File: config.mk
export PLATFORM = sky130hd
export DESIGN_NAME = cs_dpram
export DESIGN_NICKNAME = d
export VERILOG_FILES = /design/src/rtl/cs_dpram_pkg.sv /design/src/rtl/cs_dpram_slot.sv /design/src/rtl/cs_dpram_hold.sv /design/src/rtl/cs_dpram_array.sv /design/src/rtl/cs_dpram.sv
export SDC_FILE = /design/constraint.sdc
export NUM_CORES = 1
export LEC_CHECK = 0
export ABC_CLOCK_PERIOD_IN_PS = 4800
export BUFFER_PORTS_ARGS = -buffer_cell sky130_fd_sc_hd__buf_2
export CORE_MARGIN = 2
export CORE_UTILIZATION = 64
export DETAILED_ROUTE_END_ITERATION = 10
export GPL_TIMING_DRIVEN = 0
export PLACE_DENSITY = 0.94
export SYNTH_ARGS = -nofsm -noshare
export SYNTH_HDL_FRONTEND = slang
export SYNTH_SLANG_ARGS = --single-unit
File: constraint.sdc
create_clock -name clk_fast -period 4.8 [get_ports clk_fast]
set_input_delay 0.96 -clock clk_fast [delete_from_list [all_inputs] [get_ports clk_fast]]
set_output_delay 0.96 -clock clk_fast [all_outputs]
set_load 0.01 [all_outputs]
File: src/rtl/cs_dpram_pkg.sv
package cs_dpram_pkg;
  // Which port owns the array during the current fast cycle.
  typedef enum logic {
    SLOT_A = 1'b0,
    SLOT_B = 1'b1
  } slot_e;
endpackage

File: src/rtl/cs_dpram_slot.sv
module cs_dpram_slot
  import cs_dpram_pkg::*;
(
  input  logic  clk_fast,
  input  logic  rst,
  output slot_e slot
);
  always_ff @(posedge clk_fast) begin
    if (rst) slot <= SLOT_A;
    else     slot <= (slot == SLOT_A) ? SLOT_B : SLOT_A;
  end

  a_r1_slot_alternates: assert property (@(posedge clk_fast) disable iff (rst)
    1'b1 |=> slot != $past(slot))
    else $error("R1: slot did not alternate");
endmodule

File: src/rtl/cs_dpram_hold.sv
module cs_dpram_hold #(
  parameter int AW = 4,
  parameter int DW = 8
) (
  input  logic          clk_fast,
  input  logic          rst,
  input  logic          cap_en,
  input  logic [AW-1:0] addr_in,
  input  logic [DW-1:0] data_in,
  input  logic          we_in,
  output logic [AW-1:0] addr_q,
  output logic [DW-1:0] data_q,
  output logic          we_q
);
  always_ff @(posedge clk_fast) begin
    if (rst) begin
      addr_q <= '0;
      data_q <= '0;
      we_q   <= 1'b0;
    end else if (cap_en) begin
      addr_q <= addr_in;
      data_q <= data_in;
      we_q   <= we_in;
    end
  end

  a_r9_hold_captures: assert property (@(posedge clk_fast) disable iff (rst)
    cap_en |=> (addr_q == $past(addr_in)) && (we_q == $past(we_in)))
    else $error("R9: port B request not captured");

  a_r9_hold_stable: assert property (@(posedge clk_fast) disable iff (rst)
    !cap_en |=> $stable(addr_q) && $stable(data_q) && $stable(we_q))
    else $error("R9: port B request changed outside capture");
endmodule

File: src/rtl/cs_dpram_array.sv
module cs_dpram_array #(
  parameter int AW    = 4,
  parameter int DW    = 8,
  parameter int DEPTH = 2 ** AW
) (
  input  logic          clk,
  input  logic          we,
  input  logic [AW-1:0] addr,
  input  logic [DW-1:0] wdata,
  output logic [DW-1:0] rdata
);
  localparam int FULL = 2 ** AW;

  logic [DW-1:0] mem [DEPTH];

  generate
    if (DEPTH == FULL) begin : g_full
      always_ff @(posedge clk) begin
        if (we) mem[addr] <= wdata;
      end
      assign rdata = mem[addr];
    end else begin : g_partial
      localparam logic [AW:0] LIMIT = (AW + 1)'(DEPTH);
      logic in_range;
      assign in_range = ({1'b0, addr} < LIMIT);
      always_ff @(posedge clk) begin
        if (we && in_range) mem[addr] <= wdata;
      end
      assign rdata = in_range ? mem[addr] : '0;
    end
  endgenerate
endmodule

File: src/rtl/cs_dpram.sv
module cs_dpram
  import cs_dpram_pkg::*;
#(
  parameter int AW    = 4,
  parameter int DW    = 8,
  parameter int DEPTH = 2 ** AW
) (
  input  logic          clk_sys,
  input  logic          clk_fast,
  input  logic          rst,
  input  logic [AW-1:0] a_addr,
  input  logic [DW-1:0] a_wdata,
  input  logic          a_we,
  output logic [DW-1:0] a_rdata,
  input  logic [AW-1:0] b_addr,
  input  logic [DW-1:0] b_wdata,
  input  logic          b_we,
  output logic [DW-1:0] b_rdata,
  output logic          busy
);
  slot_e         slot;
  logic [AW-1:0] hb_addr;
  logic [DW-1:0] hb_data;
  logic          hb_we;
  logic [AW-1:0] m_addr;
  logic [DW-1:0] m_data;
  logic          m_we;
  logic [DW-1:0] rd_word;

  cs_dpram_slot u_slot (
    .clk_fast (clk_fast),
    .rst      (rst),
    .slot     (slot)
  );

  cs_dpram_hold #(.AW(AW), .DW(DW)) u_hold (
    .clk_fast (clk_fast),
    .rst      (rst),
    .cap_en   (slot == SLOT_A),
    .addr_in  (b_addr),
    .data_in  (b_wdata),
    .we_in    (b_we),
    .addr_q   (hb_addr),
    .data_q   (hb_data),
    .we_q     (hb_we)
  );

  // Slot multiplexers: live port A inputs, or the held port B request.
  always_comb begin
    if (slot == SLOT_B) begin
      m_addr = hb_addr;
      m_data = hb_data;
      m_we   = hb_we & ~rst;
    end else begin
      m_addr = a_addr;
      m_data = a_wdata;
      m_we   = a_we & ~rst;
    end
  end

  cs_dpram_array #(.AW(AW), .DW(DW), .DEPTH(DEPTH)) u_array (
    .clk   (clk_fast),
    .we    (m_we),
    .addr  (m_addr),
    .wdata (m_data),
    .rdata (rd_word)
  );

  // Port A read register and collision flag, both updated as slot A ends.
  always_ff @(posedge clk_fast) begin
    if (rst) begin
      a_rdata <= '0;
      busy    <= 1'b0;
    end else if (slot == SLOT_A) begin
      busy <= a_we && (a_addr == b_addr);
      if (!a_we) a_rdata <= rd_word;
    end
  end

  // Port B sees the array directly during its slot.
  assign b_rdata = rd_word;

  a_r1_slot_aligned: assert property (@(posedge clk_sys) disable iff (rst)
    slot == SLOT_B)
    else $error("R1: slot A not aligned to system edge");

  a_r3_qa_holds_in_b: assert property (@(posedge clk_fast) disable iff (rst)
    slot == SLOT_B |=> $stable(a_rdata))
    else $error("R3: a_rdata moved outside slot A");

  a_r3_qa_holds_on_write: assert property (@(posedge clk_fast) disable iff (rst)
    (slot == SLOT_A && a_we) |=> $stable(a_rdata))
    else $error("R3: a_rdata moved on a port A write");

  a_r7_busy_stable_in_b: assert property (@(posedge clk_fast) disable iff (rst)
    slot == SLOT_B |=> $stable(busy))
    else $error("R7: busy moved outside slot A");

  a_r8_reset_clears: assert property (@(posedge clk_fast)
    rst |=> (a_rdata == '0) && !busy)
    else $error("R8: outputs not cleared by reset");
endmodule

# Yosys cells after proc, flatten, opt, wreduce, memory -nomap -nowiden
# Memory sizes are Yosys's and may differ from the RTL's.
# Cells that the tools add are included.
[word_totals] regBits=23 inputBits=29 ram_bits=128 mem_count=1
[classes] reduce_logical=2 bitwise_logic=5 mux=6 n_eq_ne=1
[memory_table] memory="u_array.mem" depth=16 width=8 rd=1 rd_clocked_by_memory_dff=0 write_ports=1 line="cs_dpram_array.sv:14" rtl="logic [DW-1:0] mem [DEPTH];"
[ops] cell="$mux W8" n=1
[ops] cell="$eq A4 B4 Y1" n=1
[ops] cell="$mux W1" n=4
[ops] cell="$mux W4" n=1
[ops] cell="$not A1 Y1" n=3
[ops] cell="$and A1 B1 Y1" n=2
[ops] cell="$reduce_and A2 Y1" n=1
[ops] cell="$logic_and A1 B1 Y1" n=1

# Longest topological paths before layout
# Gate-level depths: netlist (run 1).
[depth] depth_word=5 mapped_depth=8

# Modules after synthesis
# From an unflattened synthesis (run 1), not the netlist that was laid out.
[unflattened] hier_cells=328 hier_area_um2=5939.4
[modules_own_cells] module="cs_dpram_array" area_per_inst_um2=4907.2 cells_per_inst=222 n_inst=1
[modules_own_cells] module="cs_dpram" area_per_inst_um2=534.3 cells_per_inst=62 n_inst=1
[modules_own_cells] module="cs_dpram_hold" area_per_inst_um2=474.2 cells_per_inst=42 n_inst=1
[modules_own_cells] module="cs_dpram_slot" area_per_inst_um2=23.8 cells_per_inst=2 n_inst=1

# Worst setup path after synthesis (run 1)
# OpenSTA, ideal clock, no wires.
[synth_path] path_type="in2out" from="input a_addr[0]" to="output b_rdata[6]" n_path_buf=2 arrival_ns=2.300 stages=7 path_slack_ns=1.540 cell_sequence="or3b_1 buf_2 buf_6 a21boi_1 a2111oi_0 o22ai_1 or3_1"
[synth_via] elab_chain_cells=2
[synth_lines] element="from (decl)" line="cs_dpram.sv:11" rtl="input logic [AW-1:0] a_addr,"
[synth_lines] element="$mux W4" line="cs_dpram.sv:50" rtl="if (slot == SLOT_B) begin"
[synth_lines] element="$mem_v2 Z16 W8"
[synth_lines] element="to (decl)" line="cs_dpram.sv:18" rtl="output logic [DW-1:0] b_rdata,"
# No other way between the ends.

# Worst setup path after layout (run 1)
# Same ends and word-level chain as after synthesis.

==> results of run 1 <==
## routing by layer
layer  global-route usage  share of wire  up-vias
met4                0.136          0.041        0
li1                     -              -     1874
met3               0.0752           0.11       75
met1                0.441           0.36     2140
met5                    0              0        -
met2                0.544           0.49      355
## area by class of cell
| cell class | instances | share of cell area |
|---|---|---|
| plain buffers | 25 | 0.0177 |
| clock buffers | 17 | 0.0576 |
| clock inverters | 15 | 0.0240 |
| inverters | 12 | 0.00626 |
| multi-input cells | 256 | 0.234 |
| flip-flops and latches | 151 | 0.598 |
| well taps | 129 | 0.0224 |
| repair buffers | 51 | 0.0398 |
## synth_stat cells (all sizes together), types with 6 or more instances
master     n
nand2b    10
buf       13
clkbuf    12
dfxtp     23
a2111o     6
a22o       6
a21oi     24
edfxtp   128
nand2     20
a22oi     31
a2111oi   10
inv       12
o21ai     13
nor2      35
a21boi    48
## flip-flops by register name, summed over array words and instances (netlist names)
| signal | flops |
|---|---|
| u_array.mem | 128 |
| u_hold.we_q | 1 |
| u_hold.addr_q | 4 |
| a_rdata | 8 |
| busy | 1 |
| u_hold.data_q | 8 |
| u_slot.slot | 1 |
## tightest hold or removal path: stages, from the launching register on
cell,delay (ns)
dfxtp_1,0.30
nand2_1,0.06
a21oi_1,0.05
## worst paths after layout
kind | start | to | slack (ns)
worst min-delay path | u_hold.data_q[7]$_SDFFE_PP0N_ | u_hold.data_q[7]$_SDFFE_PP0N_ | 0.46
worst min register to register | u_hold.data_q[7]$_SDFFE_PP0N_ | u_hold.data_q[7]$_SDFFE_PP0N_ | 0.46
worst max-delay path | a_addr[0] | b_rdata[6] | 0.60
worst max register to register | u_slot.slot$_SDFF_PP0_ | u_array.mem[3][1]$_DFFE_PP_ | 2.00
## cells by family (layout without fill, tap and decap cells)
family	count (synthesis)	in the layout	synth area share
XOR/XNOR	4	4	0.00569
AND/OR/NAND/NOR	88	88	0.0688
multiplexers	3	3	0.00487
flip-flops	151	151	0.699
buffers and inverters	37	120	0.0280
AO/OA/AOI/OAI	161	161	0.194
## through the flow
stage                     std cells  cell area, sq um
after floorplan                 444              6160
after global placement          616              6540
after detailed placement        624              6610
after CTS                       656              7200
after global routing            656              7200
final                           656              7200
## power groups by stage
stage	Sequential (mW)	Combinational [mW]	Clock [mW]
final	1.47	0.283	1.30
after detailed placement	1.49	0.270	0
after global placement	1.50	0.245	0
after floorplan	1.50	0.155	0
after CTS	1.47	0.275	1.30
after global routing	1.47	0.301	1.36
==> reports/qor.txt, run 1 <==
Drt pass-1 iters -> 5
Biggest area consumer among synthesized cells -> edfxtp_1
CP max FO -> 10
Critical Path AT -> 3.24 ns
#FFs+latches synth -> 151
Post-CTS Setup Inserts -> 0
Routed Antenna Nets -> 0
Kind of critical path -> input pin to output port
Residual DRC -> 0
Drt initial violations -> 661
Largest cells by area after synthesis -> edfxtp_1, dfxtp_1, a22oi_1, a21boi_0, a21boi_1
Most used DFF post-synth -> edfxtp_1
Nets -> 543
Leak Pwr -> 2.57 nW
Util after Layout -> 0.775
Reg area -> 4300 sq um
Synth unique cells -> 39
Top cell type's share of synthesized area -> 0.624
Worst-Margin Slew -> 0.941 ns
CP delay by family, top -> compound AO/OA/AOI/OAI gates
Initial antenna violation count -> 0
Largest net degree at the start of global routing -> 19
Min-delay worst type -> register to register
Sequential share of the synthesized area -> 0.699
H-tree depth -> 4
Number of flops mapped to enable cells by yosys -> 128
PortBufs -> 43
Pre-CTS WS -> 0.636 ns
Most frequent CP cell -> buf_2
Clock sinks -> 151
Final estimated routing congestion in global placement -> 0.896
Row count -> 35
First-pass GRT wire length -> 24.6 mm
Maxcap violations -> 0
Detailed placement HPWL -> 10.5 mm
Vias per inst -> 6.77
Core area -> 9280 sq um
Fin crit share -> 0.876
Mapped Cells -> 444
Setup violations, final -> 0
Most frequent cells in the layout -> edfxtp_1, buf_2, nor2_1
Comb power frac -> 0.093
# IOs -> 46
Run status -> completed
CTS tree -> done
Final TNS setup -> 0 ns
Number of CTS-inserted buffers -> 17
Synthesized area -> 6160 sq um
P_int -> 2.23 mW
Total stage count of the critical path -> 9
Worst ir drop on vdd -> 0.357 mV
CP required -> 3.84 ns
Clock Root Buffer -> clkbuf_8
Total global routing overflow -> 0
Vias in the first global route -> 4378
Tmin final -> 4.20 ns
Cell Chain, Critical Path -> buf_2 > or3b_1 > buf_2 > buf_6 > a21boi_1 > a2111oi_0 > o22ai_1 > or3_1 > buf_2
Synth async-reset ratio -> 0
Synth warnings -> 0
Rel. slew slack -> 0.373
Diodes inserted -> 0
Vias -> 4444
Share of cells above drive strength 1 -> 0.194
Final hold slack -> 0.460 ns
Sw frac -> 0.268
DIE WIDTH -> 102 microns
PD cells -> 423 nW/um^2
NetSw -> 816 uW
Setup Skew -> 0.0102 ns
FMAX -> 238 MHz
Total GRT Usage -> 0.334
Number of gates resized after CTS -> 0
Drt wl/cell -> 24.3 microns
Clk slew on worst S/H paths -> 0.07 ns
FF-to-FF path depth -> 7
Setup crit start kind -> input pin
Post-CTS Hold Buffers -> 0
WP buf/inv -> 4
Area Growth Syn to Fin -> 16.8%
Clock power frac -> 0.425
Die area -> 10400 sq um
Fillers -> 518
CP max stage delay -> 0.70 ns
Syn nets -> 473
CP Capture Type -> output port
Multi-input logic area -> 1680 sq um
Hold Vio Cnt, Final -> 0
Clk buf depth -> 2
RSZ-0062 raised after global routing -> no
Starting Density -> 0.664
Max Slew Vio Count -> 0
Routed WL -> 15.9 mm
Post-Syn Area per Cell -> 13.9 sq um
Sequential power share -> 0.482
Worst setup margin -> 0.597 ns
Later-pin clock latency in the skew report -> 0.53 ns
Die Ht -> 102 microns
Tot Pwr -> 3.05 mW
Commonest non-fill, non-tap cell in the layout -> edfxtp_1
Worst Hold Depth -> 2
Worst path slowest cell -> a2111oi_0
(Power assumes the default switching activity.)
==> run 2, diff against run 1 <==
ABC_CLOCK_PERIOD_IN_PS = 5300   (was 4800)
PLACE_DENSITY = 0.84   (was 0.94)
clock period = 5.3 ns   (was 4.8 ns; I/O delays follow)
==> reports/qor.txt, run 2 (same netlist as run 1, synthesis figures left out) <==
Reg-to-reg slack, setup -> 2.67 ns
Total global routing overflow -> 0
Clk slew on worst S/H paths -> 0.07 ns
Post-CTS Hold Buffers -> 0
Critical Path AT -> 3.29 ns
Pre-CTS WS -> 1.05 ns
Min-delay worst type -> register to register
Sequential power share -> 0.476
PD cells -> 387 nW/um^2
Worst setup path end -> b_rdata[3]
Later-pin clock latency in the skew report -> 0.53 ns
Diodes inserted -> 0
Kind of critical path -> input pin to output port
Setup violations, final -> 0
Core area -> 9280 sq um
Routed Antenna Nets -> 0
Comb power frac -> 0.090
Final estimated routing congestion in global placement -> 0.888
First-pass GRT wire length -> 22.6 mm
Largest net degree at the start of global routing -> 17
Routed WL -> 15.0 mm
Number of gates resized after CTS -> 0
Sw frac -> 0.248
Initial antenna violation count -> 0
Die Ht -> 102 microns
Largest registers -> u_array.mem (128), a_rdata (8), u_hold.data_q (8)
CP Capture Type -> output port
DIE WIDTH -> 102 microns
RSZ-0062 raised after global routing -> no
Fillers -> 558
Drt initial violations -> 459
Run status -> completed
Detailed placement HPWL -> 10.0 mm
Vias per inst -> 6.37
Setup crit start kind -> input pin
CTS tree -> done
Leak Pwr -> 2.58 nW
FF-to-FF path depth -> 7
Row count -> 35
Final TNS setup -> 0 ns
Share of cells above drive strength 1 -> 0.194
Tot Pwr -> 2.79 mW
Total GRT Usage -> 0.307
Fin crit share -> 0.821
Most frequent cells in the layout -> edfxtp_1, buf_2, nor2_1
Starting Density -> 0.664
FF-to-FF End -> u_array.mem[0][5]$_DFFE_PP_
Drt pass-1 iters -> 5
Max Slew Vio Count -> 0
FMAX -> 230 MHz
PortBufs -> 43
Vias -> 4180
Clock sinks -> 151
Vias in the first global route -> 4128
Critical R2R Launch -> u_slot.slot$_SDFF_PP0_
Worst-Margin Slew -> 0.949 ns
Worst ir drop on vdd -> 0.245 mV
CP required -> 4.24 ns
NetSw -> 691 uW
Hold Vio Cnt, Final -> 0
Maxcap violations -> 0
Post-route cell area -> 7210 sq um
Area Growth Syn to Fin -> 17.0%
Residual DRC -> 0
Drt wl/cell -> 22.9 microns
# IOs -> 46
P_int -> 2.10 mW
Rel. slew slack -> 0.367
Crit path from -> a_addr[0]
Post-CTS Setup Inserts -> 0
Final hold slack -> 0.469 ns
CP max FO -> 8
Clock power frac -> 0.434
Worst setup margin -> 0.947 ns
Commonest non-fill, non-tap cell in the layout -> edfxtp_1
Nets -> 543
Die area -> 10400 sq um
H-tree depth -> 4
DP Area -> 6610 sq um
Tmin final -> 4.35 ns
Largest register FFs -> 128
Number of CTS-inserted buffers -> 17
Clock Root Buffer -> clkbuf_8
Largest reg by FF count -> u_array.mem
Setup Skew -> 0.00704 ns
Clk buf depth -> 2
-- run 2: cell types whose count changed in the layout (fill, tap and decap cells not counted), sizes merged --
| cell | previous run | this run |
|---|---|---|
| clkinv | 5 | 3 |
| bufinv | 0 | 2 |
-- run 2: cell type report --
class / count / area, sq um / area share
clock inverters: 15 / 183 / 0.0253
well taps: 129 / 161 / 0.0224
repair buffers: 51 / 290 / 0.0403
multi-input cells: 256 / 1680 / 0.234
clock buffers: 17 / 414 / 0.0574
plain buffers: 25 / 128 / 0.0177
inverters: 12 / 45.0 / 0.00625
flip-flops and latches: 151 / 4300 / 0.597
-- run 2: routing by layer --
layer  track usage  up-vias  share of wire
li1              -     1872              -
met1         0.427     2034           0.40
met2         0.488      238           0.49
met3        0.0793       36          0.090
met4        0.0923        0          0.019
met5             0        -              0
-- run 2: critical path: stages --
cell and delay (ns):
buf_2 0.15, or3b_1 0.16, buf_2 0.21, a21boi_0 0.11, a2111oi_0 0.71, o22ai_1 0.28
or3_1 0.45, buf_2 0.16
-- run 2: worst min path at each step --
stage	cells after the start	startpoint	slack, ns	end
after detailed placement	2	busy$_SDFFE_PP0N_	0.46	busy$_SDFFE_PP0N_
after floorplan	2	u_hold.data_q[7]$_SDFFE_PP0N_	0.43	u_hold.data_q[7]$_SDFFE_PP0N_
after global routing	2	busy$_SDFFE_PP0N_	0.49	busy$_SDFFE_PP0N_
after CTS	2	busy$_SDFFE_PP0N_	0.47	busy$_SDFFE_PP0N_
after global placement	2	u_hold.data_q[7]$_SDFFE_PP0N_	0.45	u_hold.data_q[7]$_SDFFE_PP0N_
final	2	busy$_SDFFE_PP0N_	0.47	busy$_SDFFE_PP0N_
-- run 2: stage by stage --
step / std cells / util
2_1_floorplan: 444 / -
3_3_place_gp: 616 / 0.704
3_5_place_dp: 624 / 0.712
4_1_cts: 656 / 0.777
5_1_grt: 656 / 0.777
6_report: 656 / 0.777
-- run 2: power by group through the flow --
stage                     combinational, mW  sequential (mW)  clock (mW)
final                                 0.251             1.33        1.21
after global routing                  0.270             1.33        1.27
after CTS                             0.247             1.33        1.21
after detailed placement              0.244             1.35           0
after global placement                0.225             1.36           0
after floorplan                       0.140             1.35           0
==> run 3, diff against run 2 <==
ABC_CLOCK_PERIOD_IN_PS = 4050   (was 5300)
CORE_UTILIZATION = 59   (was 64)
PLACE_DENSITY = 0.78   (was 0.84)
clock period = 4.05 ns   (was 5.3 ns; I/O delays follow)
==> reports/qor.txt, run 3 (same netlist as run 1, synthesis figures left out) <==
Worst Hold Depth -> 2
DP Cell Count -> 631
CP Capture Type -> output port
Residual DRC -> 0
Vias per inst -> 6.29
CP max stage delay -> 0.65 ns
Fillers -> 668
Number of CTS-inserted buffers -> 17
Clk slew on worst S/H paths -> 0.06 ns
Reg-to-reg slack, setup -> 1.45 ns
Final estimated routing congestion in global placement -> 0.804
Share of cells above drive strength 1 -> 0.186
Later-pin clock latency in the skew report -> 0.52 ns
Initial antenna violation count -> 0
Hold Vio Cnt, Final -> 0
Drt pass-1 iters -> 5
Cell Chain, Critical Path -> nand3b_2 > buf_2 > a21boi_1 > a2111oi_0 > o22ai_1 > or3_1 > buf_2
Largest register FFs -> 128
CP max FO -> 10
Total GRT Usage -> 0.284
Post-route cell area -> 7180 sq um
Clock sinks -> 151
Setup crit start kind -> register
Worst path slowest cell -> a2111oi_0
Drt initial violations -> 398
Setup violations, final -> 0
CTS tree -> done
CP required -> 3.24 ns
Vias -> 4172
Worst-Margin Slew -> 0.911 ns
Fin crit share -> 0.965
Hold Startpoint -> busy$_SDFFE_PP0N_
Rel. slew slack -> 0.393
Routed WL -> 15.2 mm
Clk buf depth -> 2
Diodes inserted -> 0
Drt wl/cell -> 22.9 microns
Routed Antenna Nets -> 0
Max Slew Vio Count -> 0
Largest net degree at the start of global routing -> 17
Most frequent CP cell -> buf_2
Starting Density -> 0.602
H-tree depth -> 4
Maxcap violations -> 0
Critical R2R Launch -> u_hold.addr_q[1]$_SDFFE_PP0N_
Final std cells w/o fill -> 663
Clock Root Buffer -> clkbuf_8
Reg area -> 4300 sq um
Nets -> 543
FMAX -> 256 MHz
Pre-CTS WS -> 0.207 ns
DIE WIDTH -> 106 microns
Kind of critical path -> register to output port
Run status -> completed
FF-to-FF End -> a_rdata[6]$_SDFFE_PP0P_
Commonest non-fill, non-tap cell in the layout -> edfxtp_1
First-pass GRT wire length -> 23.4 mm
Most frequent cells in the layout -> edfxtp_1, buf_2, nor2_1
Die Ht -> 106 microns
DP Area -> 6630 sq um
Leak Pwr -> 2.54 nW
Multi-input logic area -> 1690 sq um
Critical Path AT -> 3.10 ns
Min-delay worst type -> register to register
Area Growth Syn to Fin -> 16.6%
Largest reg by FF count -> u_array.mem
Worst setup margin -> 0.142 ns
Post-CTS Hold Buffers -> 0
Total global routing overflow -> 0
Core area -> 10200 sq um
Row count -> 37
FF-to-FF path depth -> 6
PD cells -> 494 nW/um^2
PortBufs -> 43
WHS Endpoint -> busy$_SDFFE_PP0N_
Setup Skew -> 0.00680 ns
Die area -> 11300 sq um
Worst ir drop on vdd -> 0.370 mV
Detailed placement HPWL -> 10.1 mm
Tmin final -> 3.91 ns
RSZ-0062 raised after global routing -> no
Largest registers -> u_array.mem (128), a_rdata (8), u_hold.data_q (8)
Vias in the first global route -> 4172
Final TNS setup -> 0 ns
# IOs -> 46
-- run 3: final cells by class --
cell class	count	area share
Buffer	25	0.0178
Clock buffer	20	0.0592
Clock inverter	12	0.0181
Inverter	12	0.00627
Multi-Input combinational cell	256	0.235
Sequential cell	151	0.599
Tap cell	136	0.0237
Timing Repair Buffer	51	0.0409
-- run 3: power breakdown --
| part | internal (mW) | switching, mW | total (mW) |
|---|---|---|---|
| logic | 0.115 | 0.215 | 0.330 |
| clock network | 0.873 | 0.603 | 1.48 |
| registers | 1.73 | 0.0124 | 1.74 |
| total | 2.72 | 0.830 | 3.55 |
-- run 3: critical path: cells and delay by family (launching register included) --
| family | cells | cell delay [ns] |
|---|---|---|
| flip-flops | 1 | 0.41 |
| AO/OA/AOI/OAI | 3 | 1.01 |
| AND/OR/NAND/NOR | 2 | 0.69 |
| buffers and inverters | 2 | 0.46 |
-- run 3: what timing repair did --
| action | in CTS | in global routing |
|---|---|---|
| buffers inserted | 0 | 0 |
| endpoints found under the setup margin | 0 | 1 |
| resized for setup | 0 | 1 |
-- run 3: layer usage --
layer | vias up | track usage | share of wire
met5 | - | 0 | 0
met4 | 0 | 0.117 | 0.029
met3 | 31 | 0.0742 | 0.089
met2 | 225 | 0.438 | 0.47
met1 | 2047 | 0.388 | 0.41
li1 | 1869 | - | -
-- run 3: worst max-delay path by stage --
stage / from / endpoint / slack [ns] / cells after the start
after global routing: u_slot.slot$_SDFF_PP0_ / b_rdata[6] / 0.07 / 8
after floorplan: a_addr[0] / b_rdata[6] / 1.09 / 7
final: u_hold.addr_q[1]$_SDFFE_PP0N_ / b_rdata[7] / 0.14 / 7
after CTS: u_slot.slot$_SDFF_PP0_ / b_rdata[6] / 0.15 / 8
after global placement: a_addr[0] / b_rdata[7] / 0.28 / 9
after detailed placement: a_addr[0] / b_rdata[6] / 0.21 / 9
-- run 3: through the flow --
step,total power [mW],utilization,hold slack (ns)
after floorplan,1.96,-,0.433
after detailed placement,2.09,0.648,0.460
after global placement,2.07,0.640,0.450
final,3.55,0.702,0.466
after CTS,3.54,0.702,0.470
after global routing,3.63,0.702,0.495
